<file path="src/rtl/smb_regbank_pkg.sv">
package smb_regbank_pkg;
  localparam int BYTE_W = 8;

  typedef logic [BYTE_W-1:0] byte_t;

  // Transfer phases of the protocol engine
  typedef enum logic [2:0] {
    PH_IDLE,
    PH_ADDR,
    PH_INDEX,
    PH_COUNT,
    PH_WDATA,
    PH_TX,
    PH_SKIP
  } phase_e;
endpackage

</file>
<file path="src/rtl/smb_line_cond.sv">
// Resynchronises SCL/SDA and derives edge and bus-condition strobes.
module smb_line_cond #(
  parameter int SYNC_STAGES = 2
) (
  input  logic clk,
  input  logic rst,
  input  logic scl_i,
  input  logic sda_i,
  output logic sda_s,
  output logic scl_rise,
  output logic scl_fall,
  output logic start_det,
  output logic stop_det
);
  logic [SYNC_STAGES-1:0] scl_q, sda_q;
  logic scl_p, sda_p, scl_s;

  always_ff @(posedge clk) begin
    if (rst) begin
      scl_q <= '1;
      sda_q <= '1;
      scl_p <= 1'b1;
      sda_p <= 1'b1;
    end else begin
      scl_q <= {scl_q[SYNC_STAGES-2:0], scl_i};
      sda_q <= {sda_q[SYNC_STAGES-2:0], sda_i};
      scl_p <= scl_q[SYNC_STAGES-1];
      sda_p <= sda_q[SYNC_STAGES-1];
    end
  end

  assign scl_s     = scl_q[SYNC_STAGES-1];
  assign sda_s     = sda_q[SYNC_STAGES-1];
  assign scl_rise  = scl_s & ~scl_p;
  assign scl_fall  = ~scl_s & scl_p;
  // SDA moving while SCL stays high marks a bus condition
  assign start_det = scl_s & scl_p & sda_p & ~sda_s;
  assign stop_det  = scl_s & scl_p & ~sda_p & sda_s;
endmodule

</file>
<file path="src/rtl/smb_regfile.sv">
// Register bank: writable flops plus constant read-only entries.
module smb_regfile
  import smb_regbank_pkg::*;
#(
  parameter int    NUM_REGS = 22,
  parameter int    CNT_IDX  = 8,
  parameter byte_t CNT_RST  = 8'd9,
  parameter int    ID_IDX   = 6,
  parameter byte_t ID_VAL   = 8'h81,
  parameter int    VEND_IDX = 7,
  parameter byte_t VEND_VAL = 8'h01
) (
  input  logic                       clk,
  input  logic                       rst,
  input  logic                       wr_en,
  input  byte_t                      wr_idx,
  input  byte_t                      wr_data,
  input  byte_t                      rd_idx,
  output byte_t                      rd_data,
  output byte_t                      cnt_data,
  output logic [NUM_REGS*BYTE_W-1:0] flat_o
);
  localparam int FLAT_W = NUM_REGS * BYTE_W;

  logic [FLAT_W-1:0] flat;

  for (genvar g = 0; g < NUM_REGS; g++) begin : g_reg
    if (g == ID_IDX) begin : g_id
      assign flat[g*BYTE_W +: BYTE_W] = ID_VAL;
    end else if (g == VEND_IDX) begin : g_vend
      assign flat[g*BYTE_W +: BYTE_W] = VEND_VAL;
    end else begin : g_rw
      localparam byte_t RST_VAL = (g == CNT_IDX) ? CNT_RST : 8'h00;
      byte_t q;
      always_ff @(posedge clk) begin
        if (rst) begin
          q <= RST_VAL;
        end else if (wr_en && (wr_idx == BYTE_W'(g))) begin
          q <= wr_data;
        end
      end
      assign flat[g*BYTE_W +: BYTE_W] = q;
    end
  end

  always_comb begin
    rd_data = '0;
    for (int i = 0; i < NUM_REGS; i++) begin
      if (rd_idx == BYTE_W'(i)) rd_data = flat[i*BYTE_W +: BYTE_W];
    end
  end

  assign cnt_data = flat[CNT_IDX*BYTE_W +: BYTE_W];
  assign flat_o   = flat;
endmodule

</file>
<file path="src/rtl/smb_proto_fsm.sv">
// Bit/byte engine for indexed block write and indexed block read.
module smb_proto_fsm
  import smb_regbank_pkg::*;
#(
  parameter logic [6:0] DEV_ADDR = 7'h69
) (
  input  logic   clk,
  input  logic   rst,
  input  logic   sda_s,
  input  logic   scl_rise,
  input  logic   scl_fall,
  input  logic   start_det,
  input  logic   stop_det,
  input  byte_t  rd_data,
  input  byte_t  cnt_data,
  output byte_t  rd_idx,
  output logic   wr_en,
  output byte_t  wr_idx,
  output byte_t  wr_data,
  output logic   sda_oe,
  output phase_e phase_o
);
  localparam int    BCW      = $clog2(BYTE_W + 1);
  localparam byte_t ADDR_WR  = {DEV_ADDR, 1'b0};
  localparam byte_t ADDR_RD  = {DEV_ADDR, 1'b1};

  phase_e                phase;
  logic [BCW-1:0]        bitcnt;
  byte_t                 rx_sh;
  logic [BYTE_W-2:0]     tx_rest;
  logic                  ack_slot;
  logic                  host_nack;
  logic                  tx_pending;
  byte_t                 ptr;
  byte_t                 remain;

  always_ff @(posedge clk) begin
    if (rst) begin
      phase      <= PH_IDLE;
      bitcnt     <= '0;
      rx_sh      <= '0;
      tx_rest    <= '0;
      ack_slot   <= 1'b0;
      host_nack  <= 1'b0;
      tx_pending <= 1'b0;
      ptr        <= '0;
      remain     <= '0;
      sda_oe     <= 1'b0;
      wr_en      <= 1'b0;
      wr_idx     <= '0;
      wr_data    <= '0;
    end else begin
      wr_en <= 1'b0;
      if (start_det || stop_det) begin
        // Any bus condition drops a partial byte
        phase      <= start_det ? PH_ADDR : PH_IDLE;
        bitcnt     <= '0;
        ack_slot   <= 1'b0;
        tx_pending <= 1'b0;
        sda_oe     <= 1'b0;
      end else begin
        case (phase)
          PH_IDLE, PH_SKIP: begin
            sda_oe <= 1'b0;
          end
          PH_TX: begin
            if (scl_rise) begin
              if (ack_slot) host_nack <= sda_s;
              else          bitcnt    <= bitcnt + 1'b1;
            end
            if (scl_fall) begin
              if (ack_slot) begin
                ack_slot <= 1'b0;
                if (host_nack) begin
                  phase  <= PH_SKIP;
                  sda_oe <= 1'b0;
                end else begin
                  tx_rest <= rd_data[BYTE_W-2:0];
                  sda_oe  <= ~rd_data[BYTE_W-1];
                  ptr     <= ptr + 1'b1;
                  bitcnt  <= '0;
                end
              end else if (bitcnt == BCW'(BYTE_W)) begin
                sda_oe   <= 1'b0;
                ack_slot <= 1'b1;
              end else begin
                sda_oe  <= ~tx_rest[BYTE_W-2];
                tx_rest <= {tx_rest[BYTE_W-3:0], 1'b0};
              end
            end
          end
          default: begin
            if (scl_rise && !ack_slot) begin
              rx_sh  <= {rx_sh[BYTE_W-2:0], sda_s};
              bitcnt <= bitcnt + 1'b1;
            end
            if (scl_fall) begin
              if (ack_slot) begin
                ack_slot <= 1'b0;
                bitcnt   <= '0;
                if (tx_pending) begin
                  tx_pending <= 1'b0;
                  phase      <= PH_TX;
                  tx_rest    <= cnt_data[BYTE_W-2:0];
                  sda_oe     <= ~cnt_data[BYTE_W-1];
                end else begin
                  sda_oe <= 1'b0;
                end
              end else if (bitcnt == BCW'(BYTE_W)) begin
                ack_slot <= 1'b1;
                case (phase)
                  PH_ADDR: begin
                    if (rx_sh == ADDR_WR) begin
                      sda_oe <= 1'b1;
                      phase  <= PH_INDEX;
                    end else if (rx_sh == ADDR_RD) begin
                      sda_oe     <= 1'b1;
                      tx_pending <= 1'b1;
                    end else begin
                      sda_oe   <= 1'b0;
                      ack_slot <= 1'b0;
                      phase    <= PH_SKIP;
                    end
                  end
                  PH_INDEX: begin
                    ptr    <= rx_sh;
                    sda_oe <= 1'b1;
                    phase  <= PH_COUNT;
                  end
                  PH_COUNT: begin
                    remain <= rx_sh;
                    sda_oe <= 1'b1;
                    phase  <= PH_WDATA;
                  end
                  default: begin
                    sda_oe <= 1'b1;
                    if (remain != '0) begin
                      wr_en   <= 1'b1;
                      wr_idx  <= ptr;
                      wr_data <= rx_sh;
                      ptr     <= ptr + 1'b1;
                      remain  <= remain - 1'b1;
                    end
                  end
                endcase
              end
            end
          end
        endcase
      end
    end
  end

  assign rd_idx  = ptr;
  assign phase_o = phase;
endmodule

</file>
<file path="src/rtl/smb_regbank_target.sv">
module smb_regbank_target
  import smb_regbank_pkg::*;
#(
  parameter int         NUM_REGS    = 22,
  parameter logic [6:0] DEV_ADDR    = 7'h69,
  parameter int         SYNC_STAGES = 2,
  parameter int         CNT_IDX     = 8,
  parameter byte_t      CNT_RST     = 8'd9,
  parameter int         ID_IDX      = 6,
  parameter byte_t      ID_VAL      = 8'h81,
  parameter int         VEND_IDX    = 7,
  parameter byte_t      VEND_VAL    = 8'h01
) (
  input  logic                       clk,
  input  logic                       rst,
  input  logic                       scl_i,
  input  logic                       sda_i,
  output logic                       sda_oe_o,
  output logic [NUM_REGS*BYTE_W-1:0] regs_o
);
  logic   sda_s, scl_rise, scl_fall, start_det, stop_det;
  logic   wr_en;
  byte_t  wr_idx, wr_data, rd_idx, rd_data, cnt_data;
  phase_e phase;

  smb_line_cond #(.SYNC_STAGES(SYNC_STAGES)) u_line (
    .clk       (clk),
    .rst       (rst),
    .scl_i     (scl_i),
    .sda_i     (sda_i),
    .sda_s     (sda_s),
    .scl_rise  (scl_rise),
    .scl_fall  (scl_fall),
    .start_det (start_det),
    .stop_det  (stop_det)
  );

  smb_proto_fsm #(.DEV_ADDR(DEV_ADDR)) u_fsm (
    .clk       (clk),
    .rst       (rst),
    .sda_s     (sda_s),
    .scl_rise  (scl_rise),
    .scl_fall  (scl_fall),
    .start_det (start_det),
    .stop_det  (stop_det),
    .rd_data   (rd_data),
    .cnt_data  (cnt_data),
    .rd_idx    (rd_idx),
    .wr_en     (wr_en),
    .wr_idx    (wr_idx),
    .wr_data   (wr_data),
    .sda_oe    (sda_oe_o),
    .phase_o   (phase)
  );

  smb_regfile #(
    .NUM_REGS (NUM_REGS),
    .CNT_IDX  (CNT_IDX),
    .CNT_RST  (CNT_RST),
    .ID_IDX   (ID_IDX),
    .ID_VAL   (ID_VAL),
    .VEND_IDX (VEND_IDX),
    .VEND_VAL (VEND_VAL)
  ) u_bank (
    .clk      (clk),
    .rst      (rst),
    .wr_en    (wr_en),
    .wr_idx   (wr_idx),
    .wr_data  (wr_data),
    .rd_idx   (rd_idx),
    .rd_data  (rd_data),
    .cnt_data (cnt_data),
    .flat_o   (regs_o)
  );
endmodule

</file>
<file path="config.mk">
export PLATFORM = sky130hd
export DESIGN_NAME = smb_regbank_target
export DESIGN_NICKNAME = d
export VERILOG_FILES = /design/src/rtl/smb_regbank_pkg.sv /design/src/rtl/smb_line_cond.sv /design/src/rtl/smb_regfile.sv /design/src/rtl/smb_proto_fsm.sv /design/src/rtl/smb_regbank_target.sv
export SDC_FILE = /design/constraint.sdc
export NUM_CORES = 1
export LEC_CHECK = 0
export BUFFER_PORTS_ARGS = -buffer_cell sky130_fd_sc_hd__buf_2
export CAP_MARGIN = 20
export CORE_ASPECT_RATIO = 0.75
export CORE_MARGIN = 3
export CORE_UTILIZATION = 40
export CTS_CLUSTER_DIAMETER = 80
export DETAILED_ROUTE_END_ITERATION = 10
export PLACE_DENSITY = 0.66
export RECOVER_POWER = 100
export SYNTH_ARGS = -nofsm -noshare
export SYNTH_HDL_FRONTEND = slang
export SYNTH_HIERARCHICAL = 1
export SYNTH_SLANG_ARGS = --single-unit
</file>
<file path="constraint.sdc">
create_clock -name clk -period 4.1 [get_ports clk]
set_clock_uncertainty 0.15 [all_clocks]
set_input_delay 0.205 -clock clk [delete_from_list [all_inputs] [get_ports clk]]
set_output_delay 0.205 -clock clk [all_outputs]
set_load 0.05 [all_outputs]
</file>
==> results_dict.tcl, run 1 <==
set metrics [dict create \
    p_switching_w 0.001031 \
    fp.dieH_um 152.8 \
    fillCellCount 2851 \
    avgSynthCellArea_sq_um 8.402 \
    dieArea_sq_um 30810 \
    p_clk_frac 0.500 \
    clk_pin_slew_ps 60 \
    crit_path_start_kind "flip-flop" \
    final-instance-count-excl-fill 1872 \
    initial_utilization 0.4085 \
    antenna_found_initial 1 \
    seq_area_sq_um 4509 \
    critPathMaxFanout 28 \
    num_rows 53 \
    drt_first_pass_iters 8 \
    ys_seq_area_frac 0.3922 \
    synthFlopType "dfxtp_1" \
    syn_area_sq_um 11490 \
    hold_violations 0 \
    grt_usage 0.2586 \
    gp_congestion 0.9692 \
    power_frac_seq 0.478 \
    worstPathRequired_ps 4320 \
    tightest_slew_ps 1496 \
    final_cell_area_sq_um 13100 \
    setup_violations 0 \
    wl_per_cell_um 22.32 \
    post-route-period-util 0.8339 \
    fmax_ghz 0.2925 \
    power.density_nw_per_um2 349.7 \
    period_needed_ps 3419 \
    timing.rr.start "u_fsm/wr_idx[5]$_SDFFE_PP0P_" \
    async_flop_share 0 \
    irDropWorstVdd_mv 0.3068 \
    post_cts_buffers 0 \
    synth_edf_count 0 \
    n_antenna_cell 0 \
    netSwitchingFraction 0.2252 \
    fin_tns_setup_ps 0 \
    grt_pass1_vias 10030 \
    ys_types 89 \
    drv_cap 1 \
    ys_top_cells_by_area "dfxtp_1 39%, mux2i_1 13%, nor2_1 5.5%" \
    boundaryPins 181 \
    vias_per_cell 5.877 \
    port_buffers 164 \
    worst_hold_slack_ps 245.6 \
    multi_input_area_sq_um 6259 \
    htree_levels 1 \
    cts_tree "yes" \
    worst-r2r-setup-slack_ps 680 \
    grt_overflow 0 \
    holdPathEnd "u_line/sda_q[0]$_SDFF_PP1_" \
    core_sq_um 28120 \
    cellLeakagePower_nw 4.453 \
    violations "capacitance limit, slew limit" \
    p_int_w 0.003549 \
    synth_common_cells "225 x dfxtp_1, 169 x nor2_1, 147 x mux2i_1" \
    placed_cell_area_sq_um 12490 \
    grt_max_degree 90 \
    synth_most_common_cell "dfxtp_1" \
    syn2layout_area_growth_pct 14.03 \
    hp-class "in -> reg" \
    clkLatencyLatePin_ps 540 \
    numCtsBuffers 24 \
    chipWidth_um 201.7 \
    min_from "sda_i" \
    synth.top_cell.area_share 0.3922 \
    nNetsFinal 1478 \
    end_kind "flip-flop" \
    status "finished, violations left" \
    worstPathArrival_ps 3640 \
    yosys_warnings 6 \
    totalPowerFinal_w 0.004581 \
    combPwrFrac 0.022 \
    worstSetupPathType "reg -> reg" \
    drt-total-wl_um 41790 \
    dpl.hpwl_um 29870 \
    cts_resized 0 \
    synthCells 1367 \
    clock_sinks 225 \
    r2r_end "u_bank/g_reg[11].g_rw.q[3]$_SDFFE_PP0P_" \
    cts_buffer_depth 3 \
    rsz0062_at_grt "false" \
    drcViolationCount 0 \
    drtAntennaViolNets 0 \
    vias 11000 \
    holdBufCountCts 3 \
    synth_top_area_cell "dfxtp_1" \
    ys_ff_latch 225 \
    relSlewSlack -0.004851 \
    cts_root_buf "clkbuf_16" \
    drive_above_1_share 0.07465 \
    first_iter_violations 1231 \
    grt_pass1_wl_um 62940 \
    slew_viol_final 1 \
    worstHoldPathCells 3 \
    reg2regPathDepth 5 \
    dp_cells 1824 \
]
[metal layers]
metal,track usage,wire length (um),vias up
met5,0.01553,86,-
met3,0.06064,4585,52
li1,-,-,5039
met2,0.3614,16880,564
met4,0.05080,753,4
met1,0.4009,19490,5343
[power by group through the flow]
stage	logic [W]	clock network, W	registers, W
CTS	0.000101	0.00231	0.00219
global route	0.000108	0.00239	0.00219
global placement	0.0000983	0	0.00224
floorplan	0.0000941	0	0.00224
finish	0.000101	0.00229	0.00219
detailed placement	0.0000984	0	0.00224
[stage by stage]
step                      utilization  setup slack (ps)
final                          0.4658             680.8
after global routing           0.4658             506.9
after CTS                      0.4746              1080
after detailed placement       0.4443              1080
after global placement         0.4408              1145
after floorplan                     -              1627
[state kept, by name, summed over array words and instances, names as in the netlist, 2 cells and up]
| name | cells |
|---|---|
| u_fsm/bitcnt | 4 |
| u_line/sda_q | 2 |
| u_fsm/remain | 8 |
| u_fsm/wr_idx | 8 |
| u_fsm/tx_rest | 7 |
| u_bank/g.g_rw.q | 152 |
| u_fsm/rd_idx | 8 |
| u_fsm/wr_data | 8 |
| u_fsm/rx_sh | 8 |
| u_fsm/phase_o | 3 |
| u_bank/cnt_data | 8 |
| u_line/scl_q | 2 |
[cell type report]
type | instances | area share
clock inverter | 11 | 0.01127
timing repair buffer | 198 | 0.07461
tap | 385 | 0.03678
inverter | 13 | 0.003726
clock buffer | 33 | 0.05149
sequential | 225 | 0.3443
multi-input combinational | 1007 | 0.4778
[cell usage in the layout (no fill, tap or decap), types with 21 or more instances in the layout]
cell and n:
a21oi_1 124, buf_4 21, clkbuf_1 169, clkbuf_16 24, dfxtp_1 223, mux2i_1 147, nand2_1 131, nand3_1 60
nor2_1 174, o21ai_0 70
[cells by family (layout without fill, tap and decap cells)]
group / count (synthesis) / in the layout / synth area share
flip-flops: 225 / 225 / 0.3922
AO/OA/AOI/OAI: 312 / 312 / 0.1680
AND/OR/NAND/NOR: 507 / 507 / 0.2173
other: 2 / 16 / 0.0006538
adder cells (fa/ha/maj): 5 / 5 / 0.005447
XOR/XNOR: 4 / 4 / 0.003051
buffers and inverters: 149 / 255 / 0.06372
multiplexers: 163 / 163 / 0.1497
[worst max-delay path, stage by stage (launching register included)]
cell and delay, ps:
dfxtp_1 320, nor4b_2 780, and4bb_1 1170, nand3_2 480
mux2i_1 280, nor2_1 60
[how the worst max path moves through the flow]
stage               slack (ps)                                 endpoint                          from
detailed placement        1080            u_fsm/tx_rest[6]$_SDFFE_PP0P_  u_fsm/rd_idx[1]$_SDFFE_PP0P_
global placement          1140            u_fsm/tx_rest[3]$_SDFFE_PP0P_  u_fsm/rd_idx[1]$_SDFFE_PP0P_
floorplan                 1630             u_fsm/wr_idx[0]$_SDFFE_PP0P_       u_line/scl_p$_SDFF_PP1_
CTS                       1080            u_fsm/tx_rest[6]$_SDFFE_PP0P_  u_fsm/rd_idx[1]$_SDFFE_PP0P_
global route               510            u_fsm/wr_data[0]$_SDFFE_PP0P_   u_fsm/ack_slot$_SDFFE_PP0P_
finish                     680  u_bank/g_reg[11].g_rw.q[3]$_SDFFE_PP0P_  u_fsm/wr_idx[5]$_SDFFE_PP0P_
Note: power is estimated with default switching activity, not from simulation.
==> run 2: changes to the inputs <==
--- a/config.mk
+++ b/config.mk
@@ -5,6 +5,7 @@
 export SDC_FILE = /design/constraint.sdc
 export NUM_CORES = 1
 export LEC_CHECK = 0
+export ABC_AREA = 1
 export BUFFER_PORTS_ARGS = -buffer_cell sky130_fd_sc_hd__buf_2
 export CAP_MARGIN = 20
 export CORE_ASPECT_RATIO = 0.75
==> constraint.sdc (replaced) <==
create_clock -name clk -period 3.5 [get_ports clk]
set_clock_uncertainty 0.15 [all_clocks]
set_input_delay 0.175 -clock clk [delete_from_list [all_inputs] [get_ports clk]]
set_output_delay 0.175 -clock clk [all_outputs]
set_load 0.05 [all_outputs]
==> run 2 against run 1 <==
Against the previous run: area after synthesis decreased by 7.4%; flip-flop and latch count unchanged; setup slack worse by 350 ps; sequential share of layout area rose by 2.7 points; critical path type unchanged; global-route usage down 1.5 points; register-to-register slack worse by 350 ps; the flow still finishes with violations (capacitance limit, slew limit); critical path depth increased by 15; core utilization increased by 0.054 points; clock power is 20% higher; wire length is 11% lower; first-iteration DRC count is 1.5% higher; sequential power increased by 17%.
==> results_dict.tcl, run 2 <==
set metrics [dict create \
    fin_tns_setup_ps 0 \
    dieArea_sq_um 28590 \
    core_sq_um 26040 \
    hold_violations 0 \
    htree_levels 1 \
    boundaryPins 181 \
    post-route-period-util 0.9047 \
    drtAntennaViolNets 0 \
    numCtsBuffers 23 \
    grt_pass1_vias 9387 \
    irDropWorstVdd_mv 0.3120 \
    largest_register_ffs 152 \
    syn_area_sq_um 10630 \
    num_rows 51 \
    fp.dieH_um 147.2 \
    ys_ff_latch 225 \
    synth_most_common_cell "nand2_1" \
    p_switching_w 0.001203 \
    grt_max_degree 94 \
    worstPathArrival_ps 3470 \
    drcViolationCount 0 \
    yosys_warnings 6 \
    clkLatencyLatePin_ps 530 \
    critPathMaxFanout 16 \
    first_iter_violations 1249 \
    power.density_nw_per_um2 448.4 \
    grt_pass1_wl_um 56030 \
    drt-total-wl_um 37120 \
    synthCells 1520 \
    power_frac_seq 0.472 \
    p_clk_frac 0.503 \
    ys_top_cells_by_area "dfxtp_1 42%, nand2_1 11%, a21oi_1 9.4%" \
    vias_per_cell 5.378 \
    grt_overflow 0 \
    final_cell_mix "309 x nand2_1, 225 x dfxtp_1, 202 x o21ai_0, 199 x a21oi_1, 163 x clkbuf_1" \
    rsz0062_at_grt "false" \
    cts_root_buf "clkbuf_16" \
    setup_violations 0 \
    top_register "u_bank/g.g_rw.q" \
    gp_congestion 0.9704 \
    port_buffers 164 \
    synth_common_cells "306 x nand2_1, 225 x dfxtp_1, 199 x a21oi_1" \
    synth_top_area_cell "dfxtp_1" \
    hp-class "in -> reg" \
    status "finished, violations left" \
    worstSetupPathType "reg -> reg" \
    violations "capacitance limit, slew limit" \
    synth_edf_count 0 \
    slew_viol_final 69 \
    tightest_slew_ps 1688 \
    drive_above_1_share 0.06205 \
    wl_per_cell_um 18.52 \
    ys_seq_area_frac 0.4236 \
    end_kind "flip-flop" \
    relSlewSlack -0.1268 \
    clk_pin_slew_ps 70 \
    crit_path_start_kind "flip-flop" \
    async_flop_share 0 \
    chipWidth_um 194.3 \
    vias 10780 \
    syn2layout_area_growth_pct 14.19 \
    dpl.hpwl_um 26930 \
    synth.top_cell.area_share 0.4236 \
    combPwrFrac 0.025 \
    worstPathRequired_ps 3800 \
    p_int_w 0.004242 \
    cellLeakagePower_nw 4.739 \
    setup_ws_ps 333.7 \
    antenna_found_initial 0 \
    drv_cap 1 \
    netSwitchingFraction 0.2209 \
    synthFlopType "dfxtp_1" \
    avgSynthCellArea_sq_um 6.995 \
    fmax_ghz 0.3158 \
    final_common_cell "nand2_1" \
    drt_first_pass_iters 5 \
    pre_cts_ws_ps 418.0 \
    cts_resized 0 \
    n_antenna_cell 0 \
    cts_buffer_depth 3 \
    clock_sinks 225 \
    grt_usage 0.2441 \
    cts_tree "yes" \
    period_needed_ps 3166 \
    ys_types 43 \
    nNetsFinal 1652 \
    initial_utilization 0.4084 \
]
==> run 2: cell types whose count changed in the layout (fill, tap and decap cells not counted), sizes merged, moves of 29 or more <==
cell   change
nand2    +183
mux2i    -146
o21ai    +136
inv      +132
a21oi     +75
nand4     +29
==> run 2: cell type report <==
cell class | count | area (sq um)
Timing Repair Buffer | 174 | 701.9
Clock buffer | 27 | 620.6
Sequential cell | 225 | 4504
Fill cell | 2760 | 13890
Inverter | 143 | 541.8
Multi-Input combinational cell | 1076 | 5117
Tap cell | 344 | 430.4
Clock inverter | 15 | 225.2
==> run 2: worst max-delay path: stages, from the launching register on <==
cell	delay (ps)
dfxtp_1	720
nand2_1	350
nor2_1	260
nand2_1	150
inv_1	190
nand2_1	70
nand3_1	90
nand2_1	50
nand2_1	80
nand2_1	70
nand3_1	110
nand2_1	110
nand4_1	90
nor2_1	60
nand4_1	90
nand2_1	60
nand2_1	60
nand2_1	50
nand3_1	70
nand3_1	60
a21oi_1	150
==> run 2: final timing paths <==
path                           startpoint                       endpoint  slack [ps]  cells after the start
min                                 scl_i     u_line/scl_q[0]$_SDFF_PP1_         200                      3
min reg2reg    u_line/sda_q[0]$_SDFF_PP1_     u_line/sda_q[1]$_SDFF_PP1_         250                      1
max reg2reg  u_fsm/rd_idx[0]$_SDFFE_PP0P_  u_fsm/tx_rest[1]$_SDFFE_PP0P_         330                     20
max          u_fsm/rd_idx[0]$_SDFFE_PP0P_  u_fsm/tx_rest[1]$_SDFFE_PP0P_         330                     20
==> run 2: power by group through the flow <==
stage | logic [W] | registers [W] | clock network (W)
2_1_floorplan | 0.000122 | 0.00263 | 0
3_3_place_gp | 0.000137 | 0.00263 | 0
3_5_place_dp | 0.000138 | 0.00263 | 0
4_1_cts | 0.000139 | 0.00257 | 0.00277
5_1_grt | 0.000149 | 0.00257 | 0.00287
6_report | 0.000137 | 0.00257 | 0.00274
==> run 2: cell families after synthesis <==
family                     after synthesis  share of synthesized area
AOI/OAI and AO/OA                      421                     0.2025
xor gates and xnor gates                 3                   0.002472
adders and majority gates                5                   0.005884
buffers and inverters                  233                    0.09496
DFF                                    225                     0.4236
muxes                                    1                  0.0009414
other                                    2                  0.0007063
and+or+nand+nor                        630                     0.2689
==> run 2: through the flow <==
stage / power, W / area [sq um] / util / cells / hold WS, ps
after global routing: 0.005592 / 12140 / 0.4664 / 2004 / 230.9
after CTS: 0.005485 / 12410 / 0.4766 / 2004 / 0.9558
after floorplan: 0.002753 / 10690 / - / 1534 / 122.1
final: 0.005445 / 12140 / 0.4664 / 2004 / 201.3
after global placement: 0.002767 / 11540 / 0.4433 / 1960 / 203.7
after detailed placement: 0.002767 / 11540 / 0.4433 / 1960 / 204.6
==> run 2: metal layers <==
metal / GRT usage / wire length (um) / part of all wire / up-vias
met5: 0 / 0 / 0 / -
met4: 0.04844 / 658 / 0.018 / 0
met1: 0.3892 / 17940 / 0.48 / 4999
li1: - / - / - / 5214
met2: 0.3360 / 14780 / 0.40 / 512
met3: 0.04998 / 3742 / 0.10 / 52
==> run 2: what timing repair did <==
item	CTS	global route
hold buffers	2	0
setup buffers	0	0
endpoints found under the hold margin	2	0
endpoints found under the setup margin	0	0
==> run 3: changes to the inputs <==
==> constraint.sdc (replaced) <==
create_clock -name clk -period 3.5 [get_ports clk]
set_clock_uncertainty 0.15 [all_clocks]
set_input_delay 0.7 -clock clk [delete_from_list [all_inputs] [get_ports clk]]
set_output_delay 0.7 -clock clk [all_outputs]
set_load 0.05 [all_outputs]
==> run 3 against run 2 <==
Against the previous run: the run now ends clean; via count is 0.78% higher; final area is 0.13% lower; hold slack worse by 11 ps; wire length is 0.55% lower; largest power group unchanged; count of clock-buffer cells in the layout is 1 higher; first-iteration DRC count is 3.3% higher; setup slack worse by 92 ps; global-route usage is 0.22 points lower; power is 0.46% higher; combinational power hardly changed; die area stayed put.
==> results_dict.tcl, run 3 (synthesized netlist as in run 2, its figures left out) <==
set metrics [dict create \
    power.density_nw_per_um2 451.1 \
    vias 10860 \
    antenna_found_initial 0 \
    placed_cell_area_sq_um 11550 \
    drcViolationCount 0 \
    grt_pass1_wl_um 55570 \
    drv_cap 0 \
    fmax_ghz 0.3069 \
    clk_pin_slew_ps 70 \
    vias_per_cell 5.425 \
    drt-total-wl_um 36910 \
    drt_first_pass_iters 7 \
    hp-class "in -> reg" \
    grt_max_degree 57 \
    worstPathArrival_ps 3460 \
    dieArea_sq_um 28590 \
    crit_path_start_kind "flip-flop" \
    rsz0062_at_grt "false" \
    timing.rr.start "u_fsm/rd_idx[0]$_SDFFE_PP0P_" \
    r2r_end "u_fsm/tx_rest[6]$_SDFFE_PP0P_" \
    status "complete, no violations" \
    worstHoldPathCells 2 \
    fp.dieH_um 147.2 \
    final_cell_mix "307 x nand2_1, 225 x dfxtp_1, 203 x o21ai_0, 199 x a21oi_1, 165 x clkbuf_1" \
    setup_ws_ps 242.0 \
    fillCellCount 2752 \
    relSlewSlack 0.05529 \
    chipWidth_um 194.3 \
    utilization 0.4657 \
    worstPathRequired_ps 3710 \
    grt_pass1_vias 9404 \
    hold_violations 0 \
    worst-r2r-setup-slack_ps 240 \
    port_buffers 164 \
    first_iter_violations 1290 \
    totalPowerFinal_w 0.005470 \
    cts_tree "yes" \
    final_cell_area_sq_um 12130 \
    period_needed_ps 3258 \
    cp_top_family "simple AND/OR/NAND/NOR gates" \
    final_common_cell "nand2_1" \
    multi_input_area_sq_um 5117 \
    grt_usage 0.2419 \
    cp.buffers_inverters 0 \
    initial_utilization 0.4084 \
    crit_slowest_cell "dfxtp_1" \
    setup_violations 0 \
    fin_tns_setup_ps 0 \
    wl_per_cell_um 18.44 \
    drive_above_1_share 0.06393 \
    post-route-period-util 0.9309 \
    core_sq_um 26040 \
    nNetsFinal 1653 \
    post_cts_buffers 0 \
    numCtsBuffers 23 \
    holdPathEnd "u_line/scl_q[0]$_SDFF_PP1_" \
    critPathMaxFanout 16 \
    cts_root_buf "clkbuf_16" \
    syn2layout_area_growth_pct 14.04 \
    cts_buffer_depth 3 \
    clock_sinks 225 \
    dpl.hpwl_um 26740 \
    cts_resized 0 \
    cp_cell_sequence "nor2_2 -> nand2_1 -> nor2_2 -> nand2_1 -> nand3_1 -> nor2_1 -> nand4_1 -> nor2_1 -> nand4_1 -> nand2_1 -> nand4_1 -> nor3_1 -> nand4_1 -> nand2_1 -> nand3_1 -> nand3_1 -> a21oi_1" \
    grt_overflow 0 \
    min_from "scl_i" \
    boundaryPins 181 \
    pre_cts_ws_ps 366.2 \
    slew_viol_final 0 \
    tightest_slew_ps 1417 \
    n_antenna_cell 0 \
    seq_area_sq_um 4504 \
    num_rows 51 \
    largest_register_ffs 152 \
    end_kind "flip-flop" \
    drtAntennaViolNets 0 \
    gp_congestion 0.9955 \
    worstSetupPathType "reg -> reg" \
    cellLeakagePower_nw 4.721 \
    irDropWorstVdd_mv 0.2935 \
    holdBufCountCts 0 \
    clkLatencyLatePin_ps 530 \
    top_register "u_bank/g.g_rw.q" \
    reg2regPathDepth 17 \
    slowest_delay_ps 720 \
    htree_levels 1 \
]
## run 3: how the worst max path moves through the flow
stage | depth (start not counted) | endpoint | slack [ps] | start
final | 17 | u_fsm/tx_rest[6]$_SDFFE_PP0P_ | 240 | u_fsm/rd_idx[0]$_SDFFE_PP0P_
after global routing | 17 | u_fsm/tx_rest[6]$_SDFFE_PP0P_ | 60 | u_fsm/rd_idx[0]$_SDFFE_PP0P_
after floorplan | 20 | u_fsm/sda_oe$_SDFFE_PP0P_ | 1190 | u_fsm/rd_idx[5]$_SDFFE_PP0P_
after CTS | 17 | u_fsm/tx_rest[6]$_SDFFE_PP0P_ | 370 | u_fsm/rd_idx[0]$_SDFFE_PP0P_
after detailed placement | 17 | u_fsm/tx_rest[6]$_SDFFE_PP0P_ | 370 | u_fsm/rd_idx[0]$_SDFFE_PP0P_
after global placement | 17 | u_fsm/tx_rest[6]$_SDFFE_PP0P_ | 450 | u_fsm/rd_idx[0]$_SDFFE_PP0P_
## run 3: per-stage QoR
stage | hold WS (ps) | std cells
after floorplan | 233.2 | 1534
after global placement | 238.8 | 1963
after detailed placement | 243.9 | 1963
after CTS | 179.6 | 2002
after global routing | 187.7 | 2002
final | 190.1 | 2002
## run 3: power by group
part	leakage (nW)	switching (W)	total (W)	internal, W
logic	2.50	0.000114	0.000136	0.0000229
registers	1.81	0.00000611	0.00257	0.00257
clock network	0.404	0.00106	0.00276	0.00170
## run 3: layer usage
| layer | global-route usage | wire length (um) |
|---|---|---|
| met3 | 0.05617 | 4009 |
| met2 | 0.3336 | 14760 |
| met4 | 0.04593 | 616 |
| met1 | 0.3819 | 17530 |
| met5 | 0 | 0 |
## run 3: final cells by class
| type | instances | area share |
|---|---|---|
| Clock buffer | 28 | 0.05067 |
| Tap cell | 344 | 0.03550 |
| Multi-Input combinational cell | 1076 | 0.4220 |
| Timing Repair Buffer | 175 | 0.05696 |
| Clock inverter | 11 | 0.01857 |
| Inverter | 143 | 0.04478 |
| Sequential cell | 225 | 0.3715 |
## run 3: worst register-to-register path: cells and delay by family (launching register included)
kind             cells  cell delay [ps]
flip-flops           1              720
AO/OA/AOI/OAI        1               60
AND/OR/NAND/NOR     16             2170
